**config.mk**
```make
export PLATFORM = sky130hd
export DESIGN_NAME = flash_status_gen
export DESIGN_NICKNAME = d
export VERILOG_FILES = /design/src/rtl/flash_stat_pkg.sv /design/src/rtl/flash_sect_hit.sv /design/src/rtl/flash_alg_fsm.sv /design/src/rtl/flash_toggle_gen.sv /design/src/rtl/flash_status_gen.sv
export SDC_FILE = /design/constraint.sdc
export NUM_CORES = 1
export LEC_CHECK = 0
export BUFFER_PORTS_ARGS = -buffer_cell sky130_fd_sc_hd__buf_4
export CAP_MARGIN = 40
export CORE_ASPECT_RATIO = 1.75
export CORE_UTILIZATION = 51
export DETAILED_ROUTE_END_ITERATION = 10
export GPL_TIMING_DRIVEN = 0
export PLACE_DENSITY = 0.81
export SYNTH_ARGS = -nofsm -noshare
export SYNTH_HDL_FRONTEND = slang
export SYNTH_HIERARCHICAL = 1
export SYNTH_SLANG_ARGS = --single-unit
```
**constraint.sdc**
```tcl
create_clock -name clk_i -period 3.19 [get_ports clk_i]
set_input_delay 0.638 -clock clk_i [delete_from_list [all_inputs] [get_ports clk_i]]
set_output_delay 0.638 -clock clk_i [all_outputs]
set_load 0.05 [all_outputs]
```
**src/rtl/flash_stat_pkg.sv**
```systemverilog
package flash_stat_pkg;
  localparam int DQ_W     = 8;
  localparam int TGL1_BIT = 6;
  localparam int FAIL_BIT = 5;
  localparam int ETMR_BIT = 3;
  localparam int TGL2_BIT = 2;

  typedef enum logic [2:0] {
    ST_IDLE  = 3'd0,
    ST_PROG  = 3'd1,
    ST_EWAIT = 3'd2,
    ST_ERASE = 3'd3,
    ST_SUSP  = 3'd4,
    ST_HOLD  = 3'd5,
    ST_FAIL  = 3'd6
  } alg_st_e;
endpackage

```
**src/rtl/flash_sect_hit.sv**
```systemverilog
module flash_sect_hit #(
  parameter int ADDR_W = 12,
  parameter int SECT_W = 3,
  localparam int NUM_SECT = 1 << SECT_W
) (
  input  logic [ADDR_W-1:0]   addr_i,
  input  logic [NUM_SECT-1:0] mask_i,
  output logic                hit_o
);
  logic [SECT_W-1:0]   sect_idx;
  logic [NUM_SECT-1:0] sect_onehot;

  assign sect_idx = addr_i[ADDR_W-1 -: SECT_W];

  for (genvar s = 0; s < NUM_SECT; s++) begin : g_sect
    assign sect_onehot[s] = (sect_idx == SECT_W'(s)) & mask_i[s];
  end

  assign hit_o = |sect_onehot;
endmodule

```
**src/rtl/flash_alg_fsm.sv**
```systemverilog
module flash_alg_fsm
  import flash_stat_pkg::*;
#(
  parameter int SECT_W        = 3,
  parameter int ERASE_WIN_CYC = 12500,
  parameter int PROT_HOLD_CYC = 25000,
  localparam int NUM_SECT = 1 << SECT_W,
  localparam int CNT_MAX  = (ERASE_WIN_CYC > PROT_HOLD_CYC) ? ERASE_WIN_CYC : PROT_HOLD_CYC,
  localparam int CNT_W    = $clog2(CNT_MAX + 1)
) (
  input  logic                clk_i,
  input  logic                rst_ni,
  input  logic                prog_start_i,
  input  logic [DQ_W-1:0]     prog_data_i,
  input  logic [DQ_W-1:0]     cell_data_i,
  input  logic                serase_start_i,
  input  logic                cerase_start_i,
  input  logic [NUM_SECT-1:0] erase_sel_i,
  input  logic [NUM_SECT-1:0] sect_prot_i,
  input  logic                suspend_i,
  input  logic                pulse_ovf_i,
  input  logic                alg_done_i,
  input  logic                read_reset_i,
  output alg_st_e             state_o,
  output logic [NUM_SECT-1:0] mask_o
);
  alg_st_e             st_q, st_d;
  logic [NUM_SECT-1:0] mask_q, mask_d;
  logic [CNT_W-1:0]    cnt_q, cnt_d;
  logic [NUM_SECT-1:0] sect_eff, chip_eff;
  logic                zero_over_one;

  assign sect_eff      = erase_sel_i & ~sect_prot_i;
  assign chip_eff      = ~sect_prot_i;
  assign zero_over_one = |(prog_data_i & ~cell_data_i);

  always_comb begin
    st_d   = st_q;
    mask_d = mask_q;
    cnt_d  = cnt_q;
    unique case (st_q)
      ST_IDLE: begin
        cnt_d  = '0;
        mask_d = '0;
        if (prog_start_i) begin
          st_d = zero_over_one ? ST_FAIL : ST_PROG;
        end else if (serase_start_i) begin
          mask_d = sect_eff;
          st_d   = (|sect_eff) ? ST_EWAIT : ST_HOLD;
        end else if (cerase_start_i) begin
          mask_d = chip_eff;
          st_d   = (|chip_eff) ? ST_ERASE : ST_HOLD;
        end
      end
      ST_PROG: begin
        if (pulse_ovf_i)     st_d = ST_FAIL;
        else if (alg_done_i) st_d = ST_IDLE;
      end
      ST_EWAIT: begin
        if (cnt_q == CNT_W'(ERASE_WIN_CYC - 1)) begin
          st_d  = ST_ERASE;
          cnt_d = '0;
        end else begin
          cnt_d = cnt_q + 1'b1;
        end
      end
      ST_ERASE: begin
        if (pulse_ovf_i)     st_d = ST_FAIL;
        else if (suspend_i)  st_d = ST_SUSP;
        else if (alg_done_i) st_d = ST_IDLE;
      end
      ST_SUSP: begin
        if (!suspend_i) st_d = ST_ERASE;
      end
      ST_HOLD: begin
        if (cnt_q == CNT_W'(PROT_HOLD_CYC - 1)) begin
          st_d  = ST_IDLE;
          cnt_d = '0;
        end else begin
          cnt_d = cnt_q + 1'b1;
        end
      end
      ST_FAIL: begin
        if (read_reset_i) st_d = ST_IDLE;
      end
      default: st_d = ST_IDLE;
    endcase
    if (st_d == ST_IDLE) mask_d = '0;
  end

  always_ff @(posedge clk_i or negedge rst_ni) begin
    if (!rst_ni) begin
      st_q   <= ST_IDLE;
      mask_q <= '0;
      cnt_q  <= '0;
    end else begin
      st_q   <= st_d;
      mask_q <= mask_d;
      cnt_q  <= cnt_d;
    end
  end

  assign state_o = st_q;
  assign mask_o  = mask_q;


  fail_hold_chk: assert property (@(posedge clk_i) disable iff (!rst_ni)
    (st_q == ST_FAIL && !read_reset_i) |=> (st_q == ST_FAIL));


  hold_mask_chk: assert property (@(posedge clk_i) disable iff (!rst_ni)
    (st_q == ST_HOLD) |-> (mask_q == '0));


  ewait_cnt_chk: assert property (@(posedge clk_i) disable iff (!rst_ni)
    (st_q == ST_EWAIT) |-> (cnt_q < CNT_W'(ERASE_WIN_CYC)));


  susp_exit_chk: assert property (@(posedge clk_i) disable iff (!rst_ni)
    (st_q == ST_SUSP && !suspend_i) |=> (st_q == ST_ERASE));


  busy_mask_chk: assert property (@(posedge clk_i) disable iff (!rst_ni)
    (st_q inside {ST_PROG, ST_EWAIT, ST_ERASE, ST_SUSP}) && (st_d != ST_IDLE) |=> $stable(mask_q));
endmodule

```
**src/rtl/flash_toggle_gen.sv**
```systemverilog
module flash_toggle_gen
  import flash_stat_pkg::*;
(
  input  logic    clk_i,
  input  logic    rst_ni,
  input  logic    rd_i,
  input  alg_st_e state_i,
  input  logic    hit_i,
  output logic    tgl_all_o,
  output logic    tgl_sect_o
);
  logic t6_q, t2_q;
  logic t6_act, t2_act;

  assign t6_act = state_i inside {ST_PROG, ST_EWAIT, ST_ERASE, ST_HOLD, ST_FAIL};
  assign t2_act = hit_i && (state_i inside {ST_EWAIT, ST_ERASE, ST_SUSP, ST_FAIL});

  always_ff @(posedge clk_i or negedge rst_ni) begin
    if (!rst_ni) begin
      t6_q <= 1'b0;
      t2_q <= 1'b0;
    end else if (rd_i) begin
      if (t6_act) t6_q <= ~t6_q;
      if (t2_act) t2_q <= ~t2_q;
    end
  end

  assign tgl_all_o  = t6_q;
  assign tgl_sect_o = t2_q;


  t6_idle_chk: assert property (@(posedge clk_i) disable iff (!rst_ni)
    !rd_i |=> $stable(t6_q));


  t6_susp_chk: assert property (@(posedge clk_i) disable iff (!rst_ni)
    (state_i == ST_SUSP) |=> $stable(t6_q));


  t2_miss_chk: assert property (@(posedge clk_i) disable iff (!rst_ni)
    !hit_i |=> $stable(t2_q));
endmodule

```
**src/rtl/flash_status_gen.sv**
```systemverilog
module flash_status_gen
  import flash_stat_pkg::*;
#(
  parameter int ADDR_W        = 12,
  parameter int SECT_W        = 3,
  parameter int CLK_MHZ       = 250,
  parameter int PROT_US       = 100,
  parameter int ERASE_WIN_CYC = 12500,
  localparam int NUM_SECT      = 1 << SECT_W,
  localparam int PROT_HOLD_CYC = CLK_MHZ * PROT_US
) (
  input  logic                clk_i,
  input  logic                rst_ni,
  input  logic                rd_i,
  input  logic [ADDR_W-1:0]   rd_addr_i,
  input  logic [DQ_W-1:0]     array_data_i,
  input  logic                prog_start_i,
  input  logic [DQ_W-1:0]     prog_data_i,
  input  logic [DQ_W-1:0]     cell_data_i,
  input  logic                serase_start_i,
  input  logic                cerase_start_i,
  input  logic [NUM_SECT-1:0] erase_sel_i,
  input  logic [NUM_SECT-1:0] sect_prot_i,
  input  logic                suspend_i,
  input  logic                pulse_ovf_i,
  input  logic                alg_done_i,
  input  logic                read_reset_i,
  output logic [DQ_W-1:0]     dout_o
);
  alg_st_e             state;
  logic [NUM_SECT-1:0] mask;
  logic                hit, t6, t2;
  logic                show_stat, etmr;
  logic [DQ_W-1:0]     stat_byte;

  flash_alg_fsm #(
    .SECT_W       (SECT_W),
    .ERASE_WIN_CYC(ERASE_WIN_CYC),
    .PROT_HOLD_CYC(PROT_HOLD_CYC)
  ) u_fsm (
    .clk_i         (clk_i),
    .rst_ni        (rst_ni),
    .prog_start_i  (prog_start_i),
    .prog_data_i   (prog_data_i),
    .cell_data_i   (cell_data_i),
    .serase_start_i(serase_start_i),
    .cerase_start_i(cerase_start_i),
    .erase_sel_i   (erase_sel_i),
    .sect_prot_i   (sect_prot_i),
    .suspend_i     (suspend_i),
    .pulse_ovf_i   (pulse_ovf_i),
    .alg_done_i    (alg_done_i),
    .read_reset_i  (read_reset_i),
    .state_o       (state),
    .mask_o        (mask)
  );

  flash_sect_hit #(
    .ADDR_W(ADDR_W),
    .SECT_W(SECT_W)
  ) u_hit (
    .addr_i(rd_addr_i),
    .mask_i(mask),
    .hit_o (hit)
  );

  flash_toggle_gen u_tgl (
    .clk_i     (clk_i),
    .rst_ni    (rst_ni),
    .rd_i      (rd_i),
    .state_i   (state),
    .hit_i     (hit),
    .tgl_all_o (t6),
    .tgl_sect_o(t2)
  );

  assign etmr = (state inside {ST_ERASE, ST_SUSP}) || (state == ST_FAIL && |mask);

  always_comb begin
    stat_byte           = '0;
    stat_byte[TGL1_BIT] = t6;
    stat_byte[FAIL_BIT] = (state == ST_FAIL);
    stat_byte[ETMR_BIT] = etmr;
    stat_byte[TGL2_BIT] = t2;
  end

  assign show_stat = (state != ST_IDLE) && !(state == ST_SUSP && !hit);
  assign dout_o    = show_stat ? stat_byte : array_data_i;


  idle_pass_chk: assert property (@(posedge clk_i) disable iff (!rst_ni)
    (state == ST_IDLE) |-> (dout_o == array_data_i));


  fail_flag_chk: assert property (@(posedge clk_i) disable iff (!rst_ni)
    ($past(state) == ST_PROG && $past(pulse_ovf_i)) |-> dout_o[FAIL_BIT]);
endmodule

```
**Word level (Yosys, flattened, before mapping)**

Cells that the tools add are included.

- Logic and storage cells: 82
- Bits in registers: 28
- Input port bits: 62

- Eq/ne operators: 15
- Muxes and demuxes: 24
- Add/subtract/negate cells: 1
- Bitwise gates (word level): 14
- Reductions and logical operators: 23

Operator list:

| cell | number |
|---|---|
| 8-bit 2-to-1 mux | 6 |
| 15-bit case mux with 3 select lines | 1 |
| 3-bit 2-to-1 mux | 14 |
| 8-bit OR reduction | 5 |
| 15-bit 2-to-1 mux | 2 |
| 3-bit == test, second input constant | 7 |
| 3-bit case mux with 7 select lines | 1 |
| 8-bit bitwise AND | 2 |
| 8-bit inverter | 2 |
| 15-bit by 1-bit adder with 15-bit output, second input constant | 1 |
| 15-bit by 14-bit == test with 1-bit output, second input constant | 1 |
| 15-bit == test, second input constant | 1 |
| 3-bit by 2-bit == test with 1-bit output, second input constant | 4 |
| 3-bit logical NOT | 3 |
| 1-bit bitwise AND | 8 |
| 3-bit by 1-bit == test with 1-bit output, second input constant | 2 |
| 3-bit nonzero test | 2 |
| 5-bit nonzero test | 1 |
| 1-bit logical AND | 4 |
| 2-bit AND reduction | 2 |
| 2-bit nonzero test | 2 |
| 4-bit nonzero test | 1 |
| 1-bit logical NOT | 2 |
| 1-bit inverter | 2 |
| 1-bit logical OR | 1 |

**Longest topological paths before layout**

- Word-level depth: 9
- Gate-level depth with buffers: 8

**By module**

Netlist, hierarchy kept.

Modules (own cells, without submodules):

| module | instances | cells an instance | area each (µm²) | sequential area each (µm²) |
|---|---|---|---|---|
| flash_alg_fsm | 1 | 217 | 1764.2 | 650.6 |
| flash_status_gen | 1 | 19 | 142.6 | 0.0 |
| flash_toggle_gen | 1 | 8 | 91.3 | 50.0 |
| flash_sect_hit | 1 | 3 | 63.8 | 0.0 |

**Worst setup path after synthesis**

OpenSTA, ideal clock, no wires.

- Path type: input-to-output
- Start point: input port rd_addr_i[10]
- End point: output port dout_o[5]
- Slack: 159 ps
- Stages on the path: 5
- Arrival: 2393 ps
- Buffers on the path: 0
- Required time: 2552 ps
- Cells stage by stage: mux4_1 -> mux2_2 -> nand2_1 -> nand3b_1 -> a21oi_1

- Word-level cells in the longest chain between the ends: 8
- Elaborated cells on any way between the ends: 22

RTL lines:

| what | line | text |
|---|---|---|
| from (decl) | flash_status_gen.sv:15 | `input logic [ADDR_W-1:0] rd_addr_i,` |
| 3-bit by 1-bit == test with 1-bit output (tied with other cells) | flash_sect_hit.sv:16 | `assign sect_onehot[s] = (sect_idx == SECT_W'(s)) & mask_i[s];` |
| 1-bit bitwise AND | flash_sect_hit.sv:16 |  |
| 8-bit OR reduction * | flash_sect_hit.sv:19 | `assign hit_o = \|sect_onehot;` |
| net hit | flash_status_gen.sv:32 | `logic hit, t6, t2;` |
| 1-bit logical NOT * | flash_status_gen.sv:87 | `assign show_stat = (state != ST_IDLE) && !(state == ST_SUSP && !hit);` |
| 1-bit logical AND * | flash_status_gen.sv:87 |  |
| 1-bit logical NOT * | flash_status_gen.sv:87 |  |
| 1-bit logical AND * | flash_status_gen.sv:87 |  |
| 8-bit 2-to-1 mux * | flash_status_gen.sv:88 | `assign dout_o = show_stat ? stat_byte : array_data_i;` |
| to (decl) | flash_status_gen.sv:28 | `output logic [DQ_W-1:0] dout_o` |

The timed path passes the listed nets; every way through them passes the cells marked *.

**Final worst setup path**

- Start point: input port rd_addr_i[10]
- End point: output port dout_o[2]

Same word-level chain as after synthesis.

==> flow_metrics.tcl <==
set metrics [dict create \
    drv_cap 0 \
    p_int_w 0.00107 \
    initial_core_util 0.533 \
    htree_levels 1 \
    drt_iter0_drc 75 \
    r2r_setup_slack_ns 0.52 \
    drc 0 \
    die_h_um 86.1 \
    dp_cells 355 \
    grt_max_degree 29 \
    startpoint_type "input pin" \
    cts.sinks 28 \
    ys_top_cells_by_count "nand2_1 (37), dfrtp_1 (28), a21oi_1 (19), inv_1 (16), o21ai_0 (14)" \
    critical_path_arrival_ns 2.49 \
    hold_class "in -> async" \
    netlist_instances 247 \
    end_kind "output port" \
    viasPerCell 6.13 \
    yosysSeqAreaShare 0.340 \
    finalHoldViolations 0 \
    power_w 0.00203 \
    die_w_um 50.1 \
    netlist_area_mm2 0.00206 \
    nNetsFinal 375 \
    critical_path_class "in -> out" \
    skew_ns 0.00241 \
    worstMarginPinSlew_ns 0.815 \
    seq_power_share 0.273 \
    dp_slack_ns 0.00503 \
    final_antenna_net_count 0 \
    synth.most_common_cell "nand2_1" \
    cts_setup_buffers 0 \
    syn2layout_area_growth_pct 28.6 \
    yosysUniqueCellTypes 56 \
    path_max_fanout 6 \
    rsz0062_at_grt "false" \
    grt.total_usage 0.277 \
    core_area_mm2 0.00387 \
    cts.clk_slew.worst_paths_ns 0.10 \
    ys_ff_latch 28 \
    tritoncts "built" \
    fin_area_mm2 0.00265 \
    antenna_found_initial 0 \
    synth_area_per_cell_um2 8.35 \
    synth_fp_nets 310 \
    gr-total-overflow 0 \
    synth_top_area_cell "dfrtp_1" \
    cts_made_buffers 3 \
    antennaDiodeCount 0 \
    fin_crit_sh 0.981 \
    rr_worst_depth 8 \
    wire_per_inst_um 15.9 \
    status "finished, final reports clean" \
    fin_cells 359 \
    r2r-end "u_fsm/mask_o[2]" \
    place.gp.congestion 0.875 \
    swShare 0.474 \
    slew_headroom 0.449 \
    first_pass_iters 4 \
    totalWireLength_um 5720 \
    grt_pass1_vias 2094 \
    yosys_warnings 6 \
    min_period_ns 3.13 \
    io_buffers 60 \
    async_flop_share 1.00 \
    fin_ws_ns 0.0622 \
    ir_worst_vdd_mv 0.577 \
    p_leak_nw 1.22 \
    io-pin-count 70 \
    final-max-slew-violation-count 0 \
    comb_power_share 0.589 \
    cts_root_buf "clkbuf_8" \
    critPathRequiredTime_ns 2.55 \
    placed_area_mm2 0.00257 \
    tns_ns 0 \
    grt_pass1_wl_um 9270 \
    power_frac_clock 0.138 \
    ys.flop_type "dfrtp_1" \
    die_area_mm2 0.00431 \
    synth_edf_count 0 \
    synth_area_leaders "dfrtp_1 (34%), nand2_1 (6.7%), a21oi_1 (4.6%)" \
    power_density_mw_per_mm2 764 \
    dp_hpwl_um 4350 \
    clock_path_buffers 2 \
    via_count 2199 \
    clock_latency_ns 0.27 \
    r2r_start "u_fsm/state_o[2]" \
    power_switching_w 0.000960 \
    yosysTopAreaCellShare 0.340 \
    fmax_ghz 0.320 \
    rows 30 \
    setup_violations 0 \
    drive_gt1_frac 0.251 \
]
[worst max-delay path: stages]
cell and delay (ns):
buf_4 0.09, mux4_1 0.53, mux2_2 0.33, a211oi_4 0.34
mux2_2 0.37, buf_4 0.19
[through the flow]
stage          hold WS, ns   util
6_report             0.263  0.686
5_1_grt              0.285  0.686
4_1_cts              0.276  0.684
3_5_place_dp         0.459  0.665
3_3_place_gp         0.454  0.665
2_1_floorplan        0.342      -
[cell families after synthesis]
group	synth area share
mux	0.0419
xor+xnor	0.0127
fa+ha+maj	0.00607
simple gates	0.306
flops	0.340
buf+inv	0.0431
compound gates	0.250
[sequential cells by signal, summed over array words and instances, names as in the netlist]
register          cells
u_fsm/state_o         3
u_fsm/cnt_q          15
u_tgl/tgl_sect_o      1
u_tgl/tgl_all_o       1
u_fsm/mask_o          8
[power by group through the flow]
stage | Clock (W) | Combinational, W | Sequential [W]
after floorplan | 0 | 0.000863 | 0.000519
after global placement | 0 | 0.00114 | 0.000548
after detailed placement | 0 | 0.00117 | 0.000552
after CTS | 0.000285 | 0.00117 | 0.000545
after global routing | 0.000294 | 0.00129 | 0.000569
final | 0.000279 | 0.00119 | 0.000554
[routing by layer]
metal,global-route usage,vias to the layer above,wire length [um]
met4,0.140,0,224
met2,0.543,67,3270
li1,-,1042,-
met3,0.0266,26,151
met1,0.273,1064,2080
met5,0,-,0
[layout make-up]
type	count	area, um^2
inverter	16	60.1
clock buffer	3	41.3
tap	48	60.1
timing repair buffer	60	450
multi-input combinational	196	1280
fill	349	1210
buffer	7	28.8
clock inverter	1	30.0
sequential	28	701
[repair_timing]
item | in CTS | in global routing
endpoints found under the hold margin | 0 | 0
resized for setup | 0 | 1
endpoints found under the setup margin | 0 | 2
hold buffers | 0 | 0
[layout by cell type (no fill, tap or decap), types with 7 or more instances in the layout]
cell,Yosys,layout
inv_1,16,16
nor2b_1,8,8
nor2_1,9,9
nand3_1,8,8
a21boi_0,7,7
a21oi_1,19,19
nor3_1,7,7
o21ai_0,14,14
nand2_1,37,37
buf_4,0,60
dfrtp_1,28,28
[worst max-delay path by stage]
stage / from / end / slack (ns) / cells after the start
2_1_floorplan: rd_addr_i[10] / dout_o[5] / 0.16 / 5
3_3_place_gp: rd_addr_i[10] / dout_o[2] / 0.05 / 6
3_5_place_dp: rd_addr_i[10] / dout_o[2] / 0.005 / 6
4_1_cts: rd_addr_i[10] / dout_o[2] / 0.002 / 6
5_1_grt: rd_addr_i[10] / dout_o[2] / 0.009 / 6
6_report: rd_addr_i[10] / dout_o[2] / 0.06 / 6
(Power assumes the default switching activity.)
